[src/rtl/isu_pkg.sv]
`timescale 1ns/1ps
package isu_pkg;
  localparam int NUM_SRC = 13;
  localparam int ADDR_W  = 2;

  // Source bit positions; the order is part of the register contract.
  localparam int SRC_RX_TRIG    = 0;
  localparam int SRC_RX_EMPTY   = 1;
  localparam int SRC_RX_FULL    = 2;
  localparam int SRC_TX_EMPTY   = 3;
  localparam int SRC_TX_FULL    = 4;
  localparam int SRC_RX_OVFL    = 5;
  localparam int SRC_FRAME_ERR  = 6;
  localparam int SRC_PARITY_ERR = 7;
  localparam int SRC_RX_TMO     = 8;
  localparam int SRC_MODEM_CHG  = 9;
  localparam int SRC_TX_TRIG    = 10;
  localparam int SRC_TX_NFULL   = 11;
  localparam int SRC_TX_OVFL    = 12;

  typedef enum logic [ADDR_W-1:0] {
    REG_EN_SET = 2'd0,
    REG_EN_CLR = 2'd1,
    REG_MASK   = 2'd2,
    REG_STATUS = 2'd3
  } regAddrT;

  typedef enum logic [1:0] {
    SEL_ZERO   = 2'd0,
    SEL_MASK   = 2'd1,
    SEL_STATUS = 2'd2
  } rdSelT;

  typedef struct packed {
    logic  maskSet;
    logic  maskClr;
    logic  statClr;
    rdSelT rdSel;
  } ctrlStrobeT;
endpackage

[src/rtl/isu_ctrl.sv]
`timescale 1ns/1ps
module isu_ctrl
  import isu_pkg::*;
(
  input  logic              wrEn,
  input  logic [ADDR_W-1:0] addr,
  output ctrlStrobeT        strb
);
  always_comb begin
    strb = '0;
    strb.rdSel = SEL_ZERO;
    case (regAddrT'(addr))
      REG_EN_SET: strb.maskSet = wrEn;
      REG_EN_CLR: strb.maskClr = wrEn;
      REG_MASK:   strb.rdSel   = SEL_MASK;
      REG_STATUS: begin
        strb.statClr = wrEn;
        strb.rdSel   = SEL_STATUS;
      end
      default: strb.rdSel = SEL_ZERO;
    endcase
  end
endmodule

[src/rtl/isu_datapath.sv]
`timescale 1ns/1ps
module isu_datapath
  import isu_pkg::*;
#(
  parameter int NumSrc = NUM_SRC
) (
  input  logic              clk,
  input  logic              rstN,
  input  ctrlStrobeT        strb,
  input  logic [NumSrc-1:0] wrData,
  input  logic [NumSrc-1:0] evtIn,
  output logic [NumSrc-1:0] maskQ,
  output logic [NumSrc-1:0] statusQ,
  output logic [NumSrc-1:0] rdData,
  output logic              irqOut
);
  logic [NumSrc-1:0] setVec, clrVec, w1cVec;
  logic [NumSrc-1:0] maskNext, statNext;

  assign setVec   = strb.maskSet ? wrData : '0;
  assign clrVec   = strb.maskClr ? wrData : '0;
  assign w1cVec   = strb.statClr ? wrData : '0;
  assign maskNext = (maskQ | setVec) & ~clrVec;

  // One sticky cell per source; the event has priority over the clear.
  for (genvar i = 0; i < NumSrc; i++) begin : g_stat
    assign statNext[i] = evtIn[i] | (statusQ[i] & ~w1cVec[i]);
  end

  always_ff @(posedge clk) begin
    if (!rstN) begin
      maskQ   <= '0;
      statusQ <= '0;
    end else begin
      maskQ   <= maskNext;
      statusQ <= statNext;
    end
  end

  assign irqOut = |(statusQ & maskQ);

  always_comb begin
    case (strb.rdSel)
      SEL_MASK:   rdData = maskQ;
      SEL_STATUS: rdData = statusQ;
      default:    rdData = '0;
    endcase
  end
endmodule

[src/rtl/irq_status_unit.sv]
`timescale 1ns/1ps
module irq_status_unit
  import isu_pkg::*;
#(
  parameter int NumSrc = NUM_SRC
) (
  input  logic              clk,
  input  logic              rstN,
  input  logic              wrEn,
  input  logic [ADDR_W-1:0] addr,
  input  logic [NumSrc-1:0] wrData,
  output logic [NumSrc-1:0] rdData,
  input  logic [NumSrc-1:0] evtIn,
  output logic              irqOut
);
  ctrlStrobeT        strb;
  logic [NumSrc-1:0] maskQ;
  logic [NumSrc-1:0] statusQ;

  isu_ctrl ctrl_i (
    .wrEn (wrEn),
    .addr (addr),
    .strb (strb)
  );

  isu_datapath #(.NumSrc(NumSrc)) dp_i (
    .clk     (clk),
    .rstN    (rstN),
    .strb    (strb),
    .wrData  (wrData),
    .evtIn   (evtIn),
    .maskQ   (maskQ),
    .statusQ (statusQ),
    .rdData  (rdData),
    .irqOut  (irqOut)
  );
endmodule

[config.mk]
export PLATFORM = sky130hd
export DESIGN_NAME = irq_status_unit
export DESIGN_NICKNAME = d
export VERILOG_FILES = /design/src/rtl/isu_pkg.sv /design/src/rtl/isu_ctrl.sv /design/src/rtl/isu_datapath.sv /design/src/rtl/irq_status_unit.sv
export SDC_FILE = /design/constraint.sdc
export NUM_CORES = 1
export LEC_CHECK = 0
export BUFFER_PORTS_ARGS = -buffer_cell sky130_fd_sc_hd__buf_2
export CAP_MARGIN = 5
export CORE_ASPECT_RATIO = 1.1
export CORE_UTILIZATION = 45
export DETAILED_ROUTE_END_ITERATION = 8
export GPL_ROUTABILITY_DRIVEN = 0
export GPL_TIMING_DRIVEN = 0
export PLACE_DENSITY_LB_ADDON = 0.08
export SYNTH_ARGS = -nofsm -noshare
export SYNTH_HDL_FRONTEND = slang
export SYNTH_HIERARCHICAL = 1
export SYNTH_SLANG_ARGS = --single-unit
[constraint.sdc]
create_clock -name clk -period 1.89 [get_ports clk]
set_input_delay 0.378 -clock clk [delete_from_list [all_inputs] [get_ports clk]]
set_output_delay 0.378 -clock clk [all_outputs]
set_load 0.02 [all_outputs]
==> impl_metrics.env <==
export IMPL_ff2ff_path_depth=3
export IMPL_worstHoldPathType="in2reg"
export IMPL_cp_end_kind="primary output"
export IMPL_path_buf_inv=1
export IMPL_setup_viol=1
export IMPL_die_y_um=57.1
export IMPL_clock_latency_ps=330
export IMPL_cts_buffer_depth=2
export IMPL_fillers=229
export IMPL_drc=0
export IMPL_cts_tree="yes"
export IMPL_grt_max_degree=16
export IMPL_power_density_nw_per_um2=709
export IMPL_yosys_area_share_xor_xnor=0
export IMPL_tns_ps=-50.8
export IMPL_yosysSeqAreaShare=0.419
export IMPL_final_area_um2=1710
export IMPL_synth_common_cells="nand2_1 (39), a21oi_1 (26), dfxtp_1 (26), nor2_1 (26), a22oi_1 (16)"
export IMPL_dpl_instance_area_um2=1500
export IMPL_overflow=0
export IMPL_final_hold_violation_count=0
export IMPL_wl_mm=3.61
export IMPL_r2r_start="dp_i/statusQ[3]"
export IMPL_criticalPathCategory="reg2out"
export IMPL_hold_depth=3
export IMPL_synthAdderAreaFrac=0.0201
export IMPL_start_util=0.484
export IMPL_yosysMostFrequentCell="nand2_1"
export IMPL_nets=254
export IMPL_dr_pass1_iters=4
export IMPL_hpwlAfterDp_mm=2.41
export IMPL_synth_area_leaders="dfxtp_1 (42%), nand2_1 (12%), a21oi_1 (10%), a22oi_1 (9.7%), nor2_1 (7.8%)"
export IMPL_antenna_cells=0
export IMPL_drive_gt1_frac=0.345
export IMPL_synth_area_mux_share=0
export IMPL_p_leak_nw=0.762
export IMPL_ir_drop_v=0.000445
export IMPL_finClkSkew_ps=0
export IMPL_multi_input_area_um2=734
export IMPL_htree_num_levels=1
export IMPL_die_width_um=52.1
export IMPL_min_from="evtIn[9]"
export IMPL_grt_pass1_vias=1265
export IMPL_synth_edf_count=0
export IMPL_relSlewSlack=0.711
export IMPL_crit_family="compound AO/OA/AOI/OAI gates"
export IMPL_syn_inst=168
export IMPL_rows=19
export IMPL_syn_avg_cell_area_um2=7.40
export IMPL_seq_area_um2=524
export IMPL_power_total_mw=1.21
export IMPL_fmax_mhz=515
export IMPL_via_count=1382
export IMPL_worstPathCellList="a222oi_1 > and3_1 > nand3_2 > buf_6"
export IMPL_cp_arrival_ps=1560
export IMPL_reg2reg_slack_ps=1140
export IMPL_violations="setup timing"
export IMPL_ant_nets=0
export IMPL_worst_slew_pin_transition_ps=433
export IMPL_rsz0062_at_grt="true"
export IMPL_antenna_found_initial=0
export IMPL_setup_worst_path_start_class="flip-flop"
export IMPL_synthArstFlopShare=0
export IMPL_syn_nets=201
export IMPL_maxCapViolCount=0
export IMPL_reg2reg_to="dp_i/statusQ[3]"
export IMPL_track_usage=0.252
export IMPL_period_share=1.03
export IMPL_critPathMaxFanout=3
export IMPL_die_area_um2=2980
export IMPL_area_delta_synth_final_pct=37.3
export IMPL_fin_crit_ps=1940
export IMPL_setup_ws_ps=-50.8
export IMPL_synth_compound_area_frac=0.223
export IMPL_ys_flop_type="dfxtp_1"
export IMPL_dpl_worst_slack_ps=-242
export IMPL_yosys_area_top_type="dfxtp_1"
export IMPL_required_ps=1510
export IMPL_io_pins=45
export IMPL_slowest_stage="a222oi_1"
export IMPL_cts_sink_count=26
export IMPL_clk_pin_slew_ps=150
export IMPL_core_um2=2570
export IMPL_syn_area_um2=1240
export IMPL_drt_vias_per_instance=5.51
export IMPL_drv_slew=0
export IMPL_grt_pass1_wl_mm=5.63
export IMPL_max_stage_delay_ps=410
export IMPL_detail_route_wl_per_cell_um=14.4
export IMPL_port_buffers=44
export IMPL_ys_seq_elements=26
export IMPL_holdPathEnd="dp_i/statusQ[9]"
export IMPL_yosysTopAreaCellShare=0.419
export IMPL_synth_top_family_by_area="simple AND/OR/NAND/NOR gates"
export IMPL_yosysWarnings=6
export IMPL_yosysUniqueCellTypes=20
export IMPL_cts_buffers_inserted=3
export IMPL_cts_root_buf="clkbuf_4"
export IMPL_yosys_area_share_simple=0.301
export IMPL_status="finished, violations left"
export IMPL_drt_iter0_drc=67
## report_power, final
part | total (mW) | leakage, nW | switching [mW] | internal (mW)
sequential | 0.605 | 0.216 | 0.0262 | 0.578
combinational | 0.218 | 0.518 | 0.115 | 0.103
clock | 0.388 | 0.0279 | 0.173 | 0.215
## per-stage QoR
| step | cells | hold slack, ps | utilization |
|---|---|---|---|
| detailed placement | 243 | 482 | 0.585 |
| global placement | 243 | 476 | 0.585 |
| CTS | 248 | 258 | 0.627 |
| global route | 251 | 259 | 0.665 |
| floorplan | 168 | 459 | - |
| finish | 251 | 263 | 0.665 |
## cell type report
class                           count  area share
Clock inverter                      1      0.0176
Sequential cell                    26       0.307
Buffer                              8      0.0388
Timing Repair Buffer               48       0.166
Inverter                            2     0.00440
Clock buffer                        3      0.0132
Tap cell                           31      0.0227
Multi-Input combinational cell    132       0.430
## what timing repair did
item / in CTS / in global routing
cloned: 0 / 1
hold buffers: 0 / 0
resized for setup: 17 / 14
endpoints found under the setup margin: 12 / 12
pin swaps: 2 / 4
setup buffers: 1 / 2
## cells in the final DEF, fill, tap and decap left out, drive strengths merged, types with 2 or more instances in the layout
cell type	n
buf	54
nand2	39
nor2	26
a21oi	26
dfxtp	26
a22oi	16
nor2b	14
clkbuf	5
and3	2
inv	2
ha	2
## flip-flops by register name (all words and copies together), names as in the netlist
| register | flops |
|---|---|
| dp_i/maskQ | 13 |
| dp_i/statusQ | 13 |
## logic make-up after synthesis
group                    Yosys count
AO/OA/AOI/OAI                     45
adder cells (fa/ha/maj)            2
buffers and inverters             10
flip-flops                        26
AND/OR/NAND/NOR                   85
## worst min-delay path: stages
cell     delay [ps]
buf_2            70
a21oi_1          30
nor2b_1          90
## how the worst max path moves through the flow
stage / from / to / slack [ps] / cells after the start
3_3_place_gp: addr[1] / rdData[7] / -200 / 7
2_1_floorplan: addr[1] / rdData[0] / 90 / 5
5_1_grt: dp_i/maskQ[3] / irqOut / -90 / 4
4_1_cts: dp_i/statusQ[3] / irqOut / -1 / 4
3_5_place_dp: addr[1] / rdData[7] / -240 / 7
6_report: dp_i/maskQ[3] / irqOut / -50 / 4
## metal layers
layer | part of all wire | GRT usage
met1 | 0.44 | 0.317
met2 | 0.48 | 0.443
met3 | 0.052 | 0.0240
met4 | 0.019 | 0.0811
met5 | 0 | 0
No activity file was read; power rests on OpenSTA's default activity.
